$ cat config.mk
export PLATFORM = sky130hd
export DESIGN_NAME = i2c_dual_target
export DESIGN_NICKNAME = d
export VERILOG_FILES = /design/src/rtl/i2c_dt_pkg.sv /design/src/rtl/i2c_dt_sync.sv /design/src/rtl/i2c_dt_cond.sv /design/src/rtl/i2c_dt_shift.sv /design/src/rtl/i2c_dual_target.sv
export SDC_FILE = /design/constraint.sdc
export NUM_CORES = 1
export LEC_CHECK = 0
export BUFFER_PORTS_ARGS = -buffer_cell sky130_fd_sc_hd__buf_4
export CORE_MARGIN = 5
export CORE_UTILIZATION = 62
export CTS_CLUSTER_SIZE = 28
export DETAILED_ROUTE_END_ITERATION = 8
export PLACE_DENSITY = 0.9
export SYNTH_ARGS = -nofsm -noshare
export SYNTH_HDL_FRONTEND = slang
export SYNTH_HIERARCHICAL = 1
export SYNTH_SLANG_ARGS = --single-unit
$ cat constraint.sdc
create_clock -name clk -period 6.6 [get_ports clk]
set_clock_uncertainty 0.05 [all_clocks]
set_input_delay 0.33 -clock clk [delete_from_list [all_inputs] [get_ports clk]]
set_output_delay 0.33 -clock clk [all_outputs]
set_load 0.02 [all_outputs]
$ cat src/rtl/i2c_dt_pkg.sv
package i2c_dt_pkg;

  localparam int unsigned BYTE_W = 8;
  localparam int unsigned CNT_W  = $clog2(BYTE_W + 2);

  typedef enum logic [3:0] {
    ST_IDLE,
    ST_ID,
    ST_ID_ACK,
    ST_ADDR,
    ST_ADDR_ACK,
    ST_WDATA,
    ST_WDATA_ACK,
    ST_RDATA,
    ST_RACK,
    ST_IGNORE
  } dt_state_e;

  typedef enum logic {
    SP_REG  = 1'b0,
    SP_SRAM = 1'b1
  } dt_space_e;

endpackage

$ cat src/rtl/i2c_dt_sync.sv
module i2c_dt_sync #(
  parameter int unsigned STAGES = 2
) (
  input  logic clk,
  input  logic rst,
  input  logic din,
  output logic lvl,
  output logic rise,
  output logic fall
);

  logic [STAGES-1:0] chain_q;
  logic              prev_q;

  always_ff @(posedge clk) begin
    if (rst) begin
      chain_q <= '1;
      prev_q  <= 1'b1;
    end else begin
      chain_q <= {chain_q[STAGES-2:0], din};
      prev_q  <= chain_q[STAGES-1];
    end
  end

  assign lvl  = chain_q[STAGES-1];
  assign rise = chain_q[STAGES-1] & ~prev_q;
  assign fall = ~chain_q[STAGES-1] & prev_q;

endmodule

$ cat src/rtl/i2c_dt_cond.sv
module i2c_dt_cond (
  input  logic scl_lvl,
  input  logic sda_rise,
  input  logic sda_fall,
  output logic start,
  output logic stop
);

  // SDA moving while SCL is high marks a bus condition
  assign start = scl_lvl & sda_fall;
  assign stop  = scl_lvl & sda_rise;

endmodule

$ cat src/rtl/i2c_dt_shift.sv
module i2c_dt_shift #(
  parameter int unsigned BITS  = 8,
  parameter int unsigned CNT_W = 4
) (
  input  logic             clk,
  input  logic             rst,
  input  logic             clr_cnt,
  input  logic             rx_en,
  input  logic             rx_bit,
  input  logic             tx_load,
  input  logic [BITS-1:0]  tx_val,
  input  logic             tx_shift,
  output logic [BITS-1:0]  rx_byte,
  output logic             tx_next,
  output logic [CNT_W-1:0] bit_cnt
);

  logic [BITS-1:0]  rx_q;
  logic [BITS-2:0]  tx_q;
  logic [CNT_W-1:0] cnt_q;

  always_ff @(posedge clk) begin
    if (rst) begin
      rx_q  <= '0;
      tx_q  <= '0;
      cnt_q <= '0;
    end else begin
      if (rx_en) begin
        rx_q <= {rx_q[BITS-2:0], rx_bit};
      end
      if (clr_cnt) begin
        cnt_q <= '0;
      end else if (rx_en && cnt_q != '1) begin
        cnt_q <= cnt_q + 1'b1;
      end
      // bit BITS-1 goes straight to the pad at load; only the rest is kept
      if (tx_load) begin
        tx_q <= tx_val[BITS-2:0];
      end else if (tx_shift) begin
        tx_q <= {tx_q[BITS-3:0], 1'b0};
      end
    end
  end

  assign rx_byte = rx_q;
  assign tx_next = tx_q[BITS-2];
  assign bit_cnt = cnt_q;

endmodule

$ cat src/rtl/i2c_dual_target.sv
module i2c_dual_target
  import i2c_dt_pkg::*;
#(
  parameter int unsigned ADDR_W      = 8,
  parameter int unsigned SYNC_STAGES = 2,
  parameter logic [6:0]  ID_REG      = 7'b1101111,
  parameter logic [6:0]  ID_SRAM     = 7'b1010111
) (
  input  logic              clk,
  input  logic              rst,
  input  logic              scl_i,
  input  logic              sda_i,
  output logic              sda_oe,
  output logic              mem_wr,
  output logic              mem_rd,
  output logic              mem_space,
  output logic [ADDR_W-1:0] mem_addr,
  output logic [BYTE_W-1:0] mem_wdata,
  input  logic [BYTE_W-1:0] mem_rdata
);

  localparam int unsigned LINES = 2;
  localparam int unsigned L_SCL = 0;
  localparam int unsigned L_SDA = 1;

  // ---------------------------------------------------------------- sampling
  logic [LINES-1:0] line_in, line_lvl, line_rise, line_fall;
  assign line_in = {sda_i, scl_i};

  for (genvar g = 0; g < LINES; g++) begin : g_sync
    i2c_dt_sync #(.STAGES(SYNC_STAGES)) u_sync (
      .clk  (clk),
      .rst  (rst),
      .din  (line_in[g]),
      .lvl  (line_lvl[g]),
      .rise (line_rise[g]),
      .fall (line_fall[g])
    );
  end

  logic scl_rise, scl_fall, sda_lvl, start, stop;
  assign scl_rise = line_rise[L_SCL];
  assign scl_fall = line_fall[L_SCL];
  assign sda_lvl  = line_lvl[L_SDA];

  i2c_dt_cond u_cond (
    .scl_lvl  (line_lvl[L_SCL]),
    .sda_rise (line_rise[L_SDA]),
    .sda_fall (line_fall[L_SDA]),
    .start    (start),
    .stop     (stop)
  );

  // ---------------------------------------------------------------- state
  dt_state_e         state_q;
  dt_space_e         space_q, rs_space_q;
  logic              rw_q, rs_armed_q, mack_q, rd_vld_q;
  logic [ADDR_W-1:0] ptr_q;
  logic [BYTE_W-1:0] rd_buf_q;

  // ---------------------------------------------------------------- shifter
  logic              clr_cnt, tx_load, tx_shift, tx_next, byte_done, ack_phase;
  logic [BYTE_W-1:0] rx_byte;
  logic [CNT_W-1:0]  bit_cnt;

  assign byte_done = (bit_cnt == CNT_W'(BYTE_W));
  assign ack_phase = (state_q == ST_ID_ACK) || (state_q == ST_ADDR_ACK) ||
                     (state_q == ST_WDATA_ACK) || (state_q == ST_RACK);
  assign clr_cnt   = start | (scl_fall & ack_phase);
  assign tx_load   = scl_fall & (((state_q == ST_ID_ACK) & rw_q) |
                                 ((state_q == ST_RACK) & mack_q));
  assign tx_shift  = scl_fall & (state_q == ST_RDATA) & ~byte_done;

  i2c_dt_shift #(.BITS(BYTE_W), .CNT_W(CNT_W)) u_shift (
    .clk      (clk),
    .rst      (rst),
    .clr_cnt  (clr_cnt),
    .rx_en    (scl_rise),
    .rx_bit   (sda_lvl),
    .tx_load  (tx_load),
    .tx_val   (rd_buf_q),
    .tx_shift (tx_shift),
    .rx_byte  (rx_byte),
    .tx_next  (tx_next),
    .bit_cnt  (bit_cnt)
  );

  // ---------------------------------------------------------------- identifier decode
  logic      hit_reg, hit_sram, id_read, id_ok;
  dt_space_e id_space;

  assign hit_reg  = (rx_byte[BYTE_W-1:1] == ID_REG);
  assign hit_sram = (rx_byte[BYTE_W-1:1] == ID_SRAM);
  assign id_read  = rx_byte[0];
  assign id_space = hit_sram ? SP_SRAM : SP_REG;
  // a read right after a dummy write must name the same space
  assign id_ok    = (hit_reg | hit_sram) &
                    ~(id_read & rs_armed_q & (id_space != rs_space_q));

  // ---------------------------------------------------------------- protocol engine
  always_ff @(posedge clk) begin
    if (rst) begin
      state_q    <= ST_IDLE;
      space_q    <= SP_REG;
      rs_space_q <= SP_REG;
      rw_q       <= 1'b0;
      rs_armed_q <= 1'b0;
      mack_q     <= 1'b0;
      rd_vld_q   <= 1'b0;
      ptr_q      <= '0;
      rd_buf_q   <= '0;
      sda_oe     <= 1'b0;
      mem_wr     <= 1'b0;
      mem_rd     <= 1'b0;
      mem_space  <= 1'b0;
      mem_addr   <= '0;
      mem_wdata  <= '0;
    end else begin
      mem_wr   <= 1'b0;
      mem_rd   <= 1'b0;
      rd_vld_q <= mem_rd;
      if (rd_vld_q) begin
        rd_buf_q <= mem_rdata;
      end

      if (stop) begin
        state_q    <= ST_IDLE;
        sda_oe     <= 1'b0;
        rs_armed_q <= 1'b0;
      end else if (start) begin
        state_q <= ST_ID;
        sda_oe  <= 1'b0;
      end else begin
        case (state_q)
          ST_ID: begin
            if (scl_fall && byte_done) begin
              if (id_ok) begin
                state_q    <= ST_ID_ACK;
                sda_oe     <= 1'b1;
                space_q    <= id_space;
                rw_q       <= id_read;
                rs_armed_q <= 1'b0;
                if (id_read) begin
                  mem_rd    <= 1'b1;
                  mem_addr  <= ptr_q;
                  mem_space <= id_space;
                end
              end else begin
                state_q <= ST_IGNORE;
                sda_oe  <= 1'b0;
              end
            end
          end
          ST_ID_ACK: begin
            if (scl_fall) begin
              if (rw_q) begin
                state_q <= ST_RDATA;
                sda_oe  <= ~rd_buf_q[BYTE_W-1];
              end else begin
                state_q <= ST_ADDR;
                sda_oe  <= 1'b0;
              end
            end
          end
          ST_ADDR: begin
            if (scl_fall && byte_done) begin
              state_q    <= ST_ADDR_ACK;
              sda_oe     <= 1'b1;
              ptr_q      <= rx_byte[ADDR_W-1:0];
              rs_armed_q <= 1'b1;
              rs_space_q <= space_q;
            end
          end
          ST_ADDR_ACK: begin
            if (scl_fall) begin
              state_q <= ST_WDATA;
              sda_oe  <= 1'b0;
            end
          end
          ST_WDATA: begin
            if (scl_fall && byte_done) begin
              state_q    <= ST_WDATA_ACK;
              sda_oe     <= 1'b1;
              rs_armed_q <= 1'b0;
            end
          end
          ST_WDATA_ACK: begin
            if (scl_rise) begin
              mem_wr    <= 1'b1;
              mem_space <= space_q;
              mem_addr  <= ptr_q;
              mem_wdata <= rx_byte;
              ptr_q     <= ptr_q + 1'b1;
            end
            if (scl_fall) begin
              state_q <= ST_WDATA;
              sda_oe  <= 1'b0;
            end
          end
          ST_RDATA: begin
            if (scl_fall) begin
              if (byte_done) begin
                state_q   <= ST_RACK;
                sda_oe    <= 1'b0;
                ptr_q     <= ptr_q + 1'b1;
                mem_rd    <= 1'b1;
                mem_addr  <= ptr_q + 1'b1;
                mem_space <= space_q;
              end else begin
                sda_oe <= ~tx_next;
              end
            end
          end
          ST_RACK: begin
            if (scl_rise) begin
              mack_q <= ~sda_lvl;
            end
            if (scl_fall) begin
              if (mack_q) begin
                state_q <= ST_RDATA;
                sda_oe  <= ~rd_buf_q[BYTE_W-1];
              end else begin
                state_q <= ST_IGNORE;
                sda_oe  <= 1'b0;
              end
            end
          end
          default: begin
            sda_oe <= 1'b0;
          end
        endcase
      end
    end
  end

  // ---------------------------------------------------------------- assertions
  a_r1_idle_released: assert property (@(posedge clk) disable iff (rst)
    (state_q == ST_IDLE) |-> !sda_oe);

  a_r3_ignore_no_access: assert property (@(posedge clk) disable iff (rst)
    (state_q == ST_IGNORE) |-> (!mem_wr && !mem_rd));

  a_r4_wr_single_pulse: assert property (@(posedge clk) disable iff (rst)
    mem_wr |=> !mem_wr);

  a_r4_no_rd_wr_overlap: assert property (@(posedge clk) disable iff (rst)
    !(mem_wr && mem_rd));

  a_r5_ptr_after_write: assert property (@(posedge clk) disable iff (rst)
    mem_wr |-> (ptr_q == ADDR_W'(mem_addr + 1'b1)));

  a_r9_ignore_released: assert property (@(posedge clk) disable iff (rst)
    (state_q == ST_IGNORE) |-> !sda_oe);

  a_r11_stop_releases: assert property (@(posedge clk) disable iff (rst)
    stop |=> !sda_oe);

endmodule

---- Word-level counts from Yosys, hierarchy flattened ----
Index checks and enable logic that the tools add are counted.
storage, ports and cells
  bits of input ports ..................... 12
  output and inout bits ................... 20
  register bits ........................... 71
operators by class
  reductions and logical operators ........ 27
  equality and inequality tests ........... 33
  multiplexer cells ....................... 55
  bitwise logic cells ..................... 29
  add/subtract/negate cells ............... 2
operators with widths
  operator                                              count
  two-way mux 8 bit                                     8
  one-hot mux 8 bit (3 select lines)                    2
  two-way mux 4 bit                                     10
  one-hot mux 4 bit (7 select lines)                    1
  two-way mux 1 bit                                     27
  AND reduction 9 bit                                   3
  != test 3 bit (second input constant)                 7
  equality test 4 x 3 -> 1 bit (second input constant)  4
  != test 2 bit (second input constant)                 8
  bitwise AND 1 bit                                     15
  equality test 7 bit (second input constant)           2
  two-way mux 7 bit                                     2
  AND reduction 4 bit                                   3
  AND reduction 6 bit                                   2
  NOT 1 bit                                             11
  nonzero test 3 bit                                    3
  adder 8 x 1 -> 8 bit (second input constant)          1
  equality test 4 x 2 -> 1 bit (second input constant)  2
  equality test 4 bit (second input constant)           2
  != test 2 x 1 -> 1 bit (second input constant)        4
  nonzero test 8 bit                                    1
  OR reduction 2 bit                                    4
  AND reduction 7 bit                                   1
  nonzero test 7 bit                                    1
  other kinds (16)                                      22

---- Depth between registers and ports, before layout ----
Gate-level depths: netlist of the first run.
  word-level depth ........................ 10
  mapped depth ............................ 9
  mapped depth without buffers ............ 8

---- By module ----
Netlist of the first run, hierarchy kept.
by module, submodules not included
  module           times used  seq. area each (um^2)  cells an instance  area each (um^2)
  i2c_dual_target  1           920.9                  288                2464.9
  i2c_dt_shift     1           380.4                  78                 832.0
  i2c_dt_sync      2           60.1                   8                  92.6
  i2c_dt_cond      1           0.0                    2                  12.5

---- Worst setup path before layout of the first run ----
Ideal clock, no wire load.
  path kind ............................... reg2reg
  from .................................... reg g_sync[1].u_sync.chain_q[1]
  to ...................................... reg mem_addr[0]
  path buffers ............................ 1
  required time ........................... 6.462 ns
  period minus slack after synthesis ...... 2.091 ns
  slack ................................... 4.509 ns
  data arrival time ....................... 1.953 ns
  stages on the path, launching flop included .. 9
  cell sequence ........................... dfxtp_1 -> and2b_1 -> and2_1 -> nor2_1 -> o31ai_2 -> a2111oi_4 -> buf_6 -> a21oi_2 -> a311oi_2
on the way
  word-level cells in the longest chain between the ends .. 5
  elaborated cells between the ends (all ways) .. 8
  those cells by class .................... 7 x bitwise; 1 x reduce/logical
ends and longest elaborated chain
  element                        RTL line                text
  start, declared                i2c_dt_sync.sv:12       logic [STAGES-1:0] chain_q;
  start signal, assigned         i2c_dt_sync.sv:20       chain_q <= {chain_q[STAGES-2:0], din};
  NOT 1 bit                      i2c_dt_sync.sv:27       assign fall = ~chain_q[STAGES-1] & prev_q;
  bitwise AND 1 bit              i2c_dt_sync.sv:27
  named net line_fall[1]         i2c_dual_target.sv:27   logic [LINES-1:0] line_in, line_lvl, line_rise, line_fall;
  bitwise AND 1 bit              i2c_dt_cond.sv:10       assign start = scl_lvl & sda_fall;
  named net start                i2c_dual_target.sv:41   logic scl_rise, scl_fall, sda_lvl, start, stop;
  NOT 1 bit (no line)            --
  AND reduction 9 bit (no line)  --
  end signal, assigned           i2c_dual_target.sv:145  mem_addr <= ptr_q;
  end signal, assigned           i2c_dual_target.sv:191  mem_addr <= ptr_q;
  end signal, assigned           i2c_dual_target.sv:207  mem_addr <= ptr_q + 1'b1;
  end, declared                  i2c_dual_target.sv:17   output logic [ADDR_W-1:0] mem_addr,
The timed path passes the listed nets, and every way through them passes these cells.
A chain may end at the register's enable or synchronous reset.

---- Worst setup path after layout of the first run ----
  from .................................... reg state_q[3]
  to ...................................... reg mem_addr[4]
on the way
  word-level cells in the longest chain between the ends .. 3
  elaborated cells between the ends (all ways) .. 12
  those cells by class .................... 9 x eq/ne; 1 x mux; 2 x reduce/logical
ends and longest elaborated chain
  element                                                                       RTL line                text
  start, declared                                                               i2c_dual_target.sv:55   dt_state_e state_q;
  start signal, assigned                                                        i2c_dual_target.sv:103  state_q <= ST_IDLE;
  start signal, assigned                                                        i2c_dual_target.sv:127  state_q <= ST_IDLE;
  start signal, assigned                                                        i2c_dual_target.sv:131  state_q <= ST_ID;
  equality test 4 x 1 -> 1 bit or equality test 4 x 3 -> 1 bit (tied branches)  i2c_dual_target.sv:134  case (state_q)
  != test 2 x 1 -> 1 bit (no line) (tied with other cells)                      --
  AND reduction 9 bit (no line)                                                 --
Several ways; a longest one is shown, not always the timed one.

==> impl_metrics.toml, run 1 <==
[power]
ir_drop_v = 0.000179
p_int_mw = 0.636
p_clk_share_pct = 42.9
p_comb_share_pct = 3.7
swShare_pct = 22.0
p_leak_nw = 1.38
switchingPower_mw = 0.179
powerDensity_nw_per_um2 = 210
p_seq_share_pct = 53.4

[global_route]
grt_pass1_vias = 2710
track_usage_pct = 22.0
antenna_found_initial = 0
grt_max_degree = 71
grt_pass1_wl_um = 13000
grt-ovfl-total = 0

[synth]
synth_area_um2 = 3490
ys_warn_count = 6
syn-num-nets = 398
synth-main-ff-cell = "dfxtp_1"
ys_seq_elements = 71
syn_inst = 384
synth_async_sr_flop_share_pct = 0
yosysUniqueCellTypes = 58
synthTopCellsByArea = "dfxtp_1 41%, mux2i_1 11%, nor2_1 6.3%"
synth_top_area_share_pct = 40.7
ys_seq_area_share_pct = 40.7
synth_top_area_cell = "dfxtp_1"
synth_edf_count = 0
syn_area_per_cell_um2 = 9.10

[status]
status = "finished, final reports clean"

[timing]
setup-violations-final = 0
fmax_mhz = 340
fin_crit_ps = 2940
tns_ps = 0
rsz0062_at_grt = "false"
timing.final.max_slew_violations = 0
max_slew.worst_pin.slew_ps = 1080
hold_viol_final = 0
relSlewSlack_pct = 28.1
post-route-period-util_pct = 44.6

[clock_network]
cts_setup_buffers = 0
cts_resized = 0
clk_pin_slew_worst_paths_ps = 70
cts_max_level = 3
ctsHoldBuffers = 0
cts_root_buf = "clkbuf_8"
tritoncts = "built"
cts.sinks = 71
clock_latency_ps = 340
clk_path_buf_depth = 2
cts_made_buffers = 9

[worst_setup_path]
cp_data_required_time_ps = 6800
startpoint_type = "flip-flop"
arrival_ps = 3140
rrSetupSlack_ps = 3660
r2r_end = "mem_addr[4]"
crit_path_end_kind = "flip-flop"
crit_fanout = 19
r2r_start = "state_q[3]"
rr_worst_depth = 5
critPathKind = "reg2reg"

[routing]
num_vias = 2896
drt-initial-drc-count = 305
vias_per_cell = 6.05
drtAntennaViolNets = 0
drtPass1Iterations = 5
wl_um = 7660
drc_errors = 0
post_drt_wl_per_cell_um = 16.0

[worst_hold_path]
worstHoldEndpoint = "g_sync[0].u_sync/chain_q[0]"
hold_depth = 2
holdCritStartpoint = "scl_i"
hold_path.class = "in2reg"

[layout]
fin_area_um2 = 3890
layout.nets = 417
drive_above_1_share_pct = 15.5
diodes = 0
syn2layout_area_growth_pct = 11.2

[die]
dieArea_um2 = 7240
die_h_um = 85.1
rows = 27
boundaryPins = 32
die_x_um = 85.1
start_util_pct = 63.5
fp.coreArea_um2 = 5510

[flow_run]
cap_viol_max_count = 0

[placement]
placed_area_um2 = 3690
dp_hpwl_um = 5210
gp_congestion = 0.893
portBuffers = 31
[stage by stage]
stage                     util [%]  std cells  power [mW]  hold WS (ps)  setup WS (ps)
after floorplan                  -        384       0.466           333           4510
final                         70.6        479       0.815           120           3660
after global routing          70.6        479       0.850           112           3420
after CTS                     70.6        479       0.821           112           3720
after detailed placement      67.0        464       0.474           349           3730
after global placement        67.0        464       0.474           336           3880
[how the worst max path moves through the flow]
stage / startpoint / endpoint / slack [ps] / cells past startpoint
final: state_q[3] / mem_addr[4] / 3660 / 5
after global routing: state_q[3] / mem_addr[2] / 3420 / 5
after CTS: state_q[3] / mem_addr[4] / 3720 / 5
after detailed placement: state_q[3] / mem_addr[4] / 3730 / 5
after global placement: state_q[3] / mem_addr[6] / 3880 / 5
after floorplan: g_sync[1].u_sync/chain_q[1] / mem_addr[0] / 4510 / 8
[metal layers]
layer	wire, µm	up-vias	global-route usage, %
met5	0	-	0
met4	133	0	6.91
met3	530	21	6.31
met2	3610	114	34.8
met1	3380	1342	29.1
li1	-	1419	-
[cells in the mapped netlist (4+ instances only)]
library cell	number
a211oi_1	5
a31oi_1	4
o21ai_0	10
nor4_1	4
nor2b_1	7
mux2i_1	37
and2_1	5
a311oi_1	9
buf_2	4
clkbuf_1	12
nand2_1	22
xnor2_1	7
buf_4	4
nor2_1	59
mux2_4	6
nand2b_1	8
or3_1	6
dfxtp_1	71
nor3_1	11
or2_1	6
a21oi_1	27
[placed cells by master (no fill, tap or decap), types with 2 or more instances in the layout]
cell type and instances:
nand3b_1 2, and2b_1 2, a31oi_1 4, mux2i_1 37
o41ai_1 2, nor2_1 59, a311oi_1 9, clkbuf_8 11
and3_1 3, mux2_4 6, xnor2_1 7, a211oi_1 5
nor4b_1 2, nor4_1 4, nor2b_1 7, and2_1 5
nor3_1 11, ha_1 2, o21bai_1 3, o21ai_0 10
nand2b_1 8, or3_1 6, nand2_1 22, a22o_1 2
o32ai_1 3, or2_2 2, nand4_1 3, a21oi_1 27
nor3b_1 2, nand4b_1 2, dfxtp_1 71, nand3_1 3
buf_4 32, or3b_1 2, or2_1 6
[final cells by class]
class | instances | area (µm²)
Clock buffer | 12 | 155
Clock inverter | 3 | 42.5
Fill cell | 433 | 1620
Inverter | 1 | 3.75
Multi-Input combinational cell | 288 | 1930
Sequential cell | 71 | 1420
Tap cell | 72 | 90.1
Timing Repair Buffer | 32 | 240
[cell families (layout without fill, tap and decap cells)]
kind of cell             Yosys count  after routing  share of synthesized area (%)
buffers and inverters             25             48                           4.19
multiplexers                      43             43                           13.2
AND/OR/NAND/NOR                  158            158                           23.5
XOR/XNOR                           8              8                           2.01
adder cells (fa/ha/maj)            2              2                          0.716
AO/OA/AOI/OAI                     77             77                           15.8
flip-flops                        71             71                           40.7
[flip-flops by register name, summed over array words and instances (netlist names), 2 cells and up]
register / cells
rd_buf_q: 8
mem_addr: 8
u_shift/tx_q: 7
state_q: 4
g_sync.u_sync/prev_q: 2
u_shift/rx_byte: 8
g_sync.u_sync/chain_q: 4
u_shift/bit_cnt: 4
mem_wdata: 8
ptr_q: 8
[power by group through the flow]
stage,sequential (mW),combinational [mW],clock [mW]
3_5_place_dp,0.445,0.0296,0
4_1_cts,0.435,0.0299,0.356
2_1_floorplan,0.442,0.0237,0
5_1_grt,0.435,0.0330,0.381
6_report,0.435,0.0303,0.349
3_3_place_gp,0.444,0.0292,0
[worst max-delay path: stages (launching register included)]
cell and delay, ps:
dfxtp_1 670, nand3b_1 590, o31ai_2 180, a2111oi_4 910, a21oi_1 180, a311oi_1 270
(Power assumes the default switching activity.)
==> inputs of run 2 (changes only) <==
- ABC_AREA: not set -> 1
- CORE_UTILIZATION: 62 -> 59
- PLACE_DENSITY: 0.9 -> 0.86
- clock period: 6.6 -> 2.8 ns (I/O delays scaled with it)
==> impl_metrics.toml, run 2 <==
[layout]
final_cell_mix = "98 x nand2_1, 88 x nor2_1, 71 x dfxtp_1"
drive_above_1_share_pct = 16.2
fin_area_um2 = 4030
diodes = 0
syn2layout_area_growth_pct = 14.8
layout.nets = 560
layout_commonest_cell = "nand2_1"

[worst_setup_path]
crit_top_cell = "nand2_1"
cp_slowest_cell = "dfxtp_1"
path_delay_family = "simple AND/OR/NAND/NOR gates"
cp_data_required_time_ps = 3000
arrival_ps = 2260
crit_path_end_kind = "flip-flop"
max_stage_delay_ps = 340
startpoint_type = "flip-flop"
crit_fanout = 15
crit_chain = "inv_1 -> nor2_1 -> nand2_1 -> inv_1 -> or2_2 -> a31oi_2 -> nand2_2 -> nor2_4 -> nand2_1 -> nand2_1 -> a21oi_2"
critPathKind = "reg2reg"
path_buf_inv = 2

[synth]
synth_top_area_cell = "dfxtp_1"
synth-main-ff-cell = "dfxtp_1"
ys_seq_area_share_pct = 40.5
synth_top_area_share_pct = 40.5
yosysMostFrequentCell = "nand2_1"
syn_area_per_cell_um2 = 6.91
synth.top_cells.by_count = "98 x nand2_1, 88 x nor2_1, 71 x dfxtp_1, 60 x inv_1, 47 x o21ai_0"
synth_area_um2 = 3510
synth_edf_count = 0
syn_inst = 507
yosysUniqueCellTypes = 33
syn-num-nets = 521
synthTopCellsByArea = "dfxtp_1 41%, nand2_1 10%, nor2_1 9.4%"
ys_warn_count = 6
synth_async_sr_flop_share_pct = 0
ys_seq_elements = 71

[global_route]
met2_usage_pct = 37.9
busiest_layer = "met2"
track_usage_pct = 22.7
grt-ovfl-total = 0
antenna_found_initial = 0
met3_usage_pct = 4.64
grt_util_met1_pct = 28.2
grt_max_degree = 33
grt_pass1_vias = 3038
grt_pass1_wl_um = 13600

[timing]
tns_ps = 0
fmax_mhz = 485
post-route-period-util_pct = 73.6
hold_viol_final = 0
setup-violations-final = 0
max_slew.worst_pin.slew_ps = 829
rsz0062_at_grt = "false"
fin_crit_ps = 2060
relSlewSlack_pct = 44.7
setup_slack_ps = 739
timing.final.max_slew_violations = 0

[die]
boundaryPins = 32
rows = 28
fp.coreArea_um2 = 5850
die_x_um = 87.1
die_h_um = 87.1
dieArea_um2 = 7580
start_util_pct = 59.9

[routing]
drtAntennaViolNets = 0
drtPass1Iterations = 5
drc_errors = 0
vias_per_cell = 5.27
drt-initial-drc-count = 270
num_vias = 3302
wl_um = 8000
post_drt_wl_per_cell_um = 12.8

[placement]
portBuffers = 31
gp_congestion = 0.943
placed_area_um2 = 3760
dp_hpwl_um = 5720
place_worst_setup_slack_ps = 745

[power]
powerDensity_nw_per_um2 = 630
ir_drop_v = 0.000444
p_leak_nw = 1.83

[flow_run]
cap_viol_max_count = 0

[clock_network]
cts_made_buffers = 9
clk_pin_slew_worst_paths_ps = 80
cts.sinks = 71
cts_max_level = 3
tritoncts = "built"
clk_path_buf_depth = 2
clock_latency_ps = 360
cts_resized = 0
cts_root_buf = "clkbuf_8"

[status]
status = "finished, final reports clean"

[worst_hold_path]
hold_path.class = "in2reg"
## run 2: changes by cell type after synthesis, moves of 8 or more
cell      change
nand2_1      +76
inv_1        +59
o21ai_0      +37
mux2i_1      -35
nor2_1       +29
nand3_1      +25
nor3_1       -10
clkbuf_1      -9
a311oi_1      -8
nand2b_1      -8
nor2_4        +8
## run 2: path summary, 6_finish.rpt
| kind | slack, ps | to | depth (start not counted) | start |
|---|---|---|---|---|
| hold / removal | 30 | rd_buf_q[7] | 3 | mem_rdata[7] |
| hold reg to reg | 370 | g_sync[1].u_sync/chain_q[1] | 2 | g_sync[1].u_sync/chain_q[0] |
| setup / recovery | 740 | mem_addr[2] | 11 | g_sync[1].u_sync/chain_q[1] |
| setup reg to reg | 740 | mem_addr[2] | 11 | g_sync[1].u_sync/chain_q[1] |
## run 2: layer usage
metal	up-vias	share of wire, %
met1	1486	44
li1	1691	-
met2	107	48
met4	0	2.0
met5	-	0
met3	18	6.2
## run 2: cell type report
| cell class | instances | area [µm²] |
|---|---|---|
| tap | 75 | 93.8 |
| inverter | 67 | 251 |
| clock buffer | 9 | 124 |
| fill | 480 | 1820 |
| timing repair buffer | 43 | 345 |
| clock inverter | 7 | 56.3 |
| sequential | 71 | 1420 |
| multi-input combinational | 354 | 1730 |
## run 2: cell families after synthesis
kind of cell               share of synthesized area (%)
AOI/OAI and AO/OA                                   14.8
xor gates and xnor gates                            1.25
adders and majority gates                          0.714
buffers and inverters                               9.99
DFF                                                 40.5
muxes                                              0.571
and+or+nand+nor                                     32.2
## run 2: metrics by stage
stage	cells	util (%)	hold slack, ps	power [mW]
CTS	626	68.8	20.6	2.54
finish	626	68.8	27.3	2.54
floorplan	507	-	156	1.66
detailed placement	601	64.2	285	1.77
global route	626	68.8	64.7	2.69
global placement	601	64.2	269	1.76
## run 2: repair_timing
item,CTS,global route
endpoints found under the hold margin,9,0
hold buffers,9,0
setup buffers,0,0
## run 2: power by group
group / leakage (nW) / switching (mW) / internal, mW
sequential: 0.574 / 0.0655 / 1.06
clock: 0.0842 / 0.434 / 0.331
combinational: 1.17 / 0.442 / 0.204
## run 2: tightest hold or removal path, delay by kind of cell
kind,cells,cell delay [ps]
AO/OA/AOI/OAI,2,170
buffers and inverters,1,80
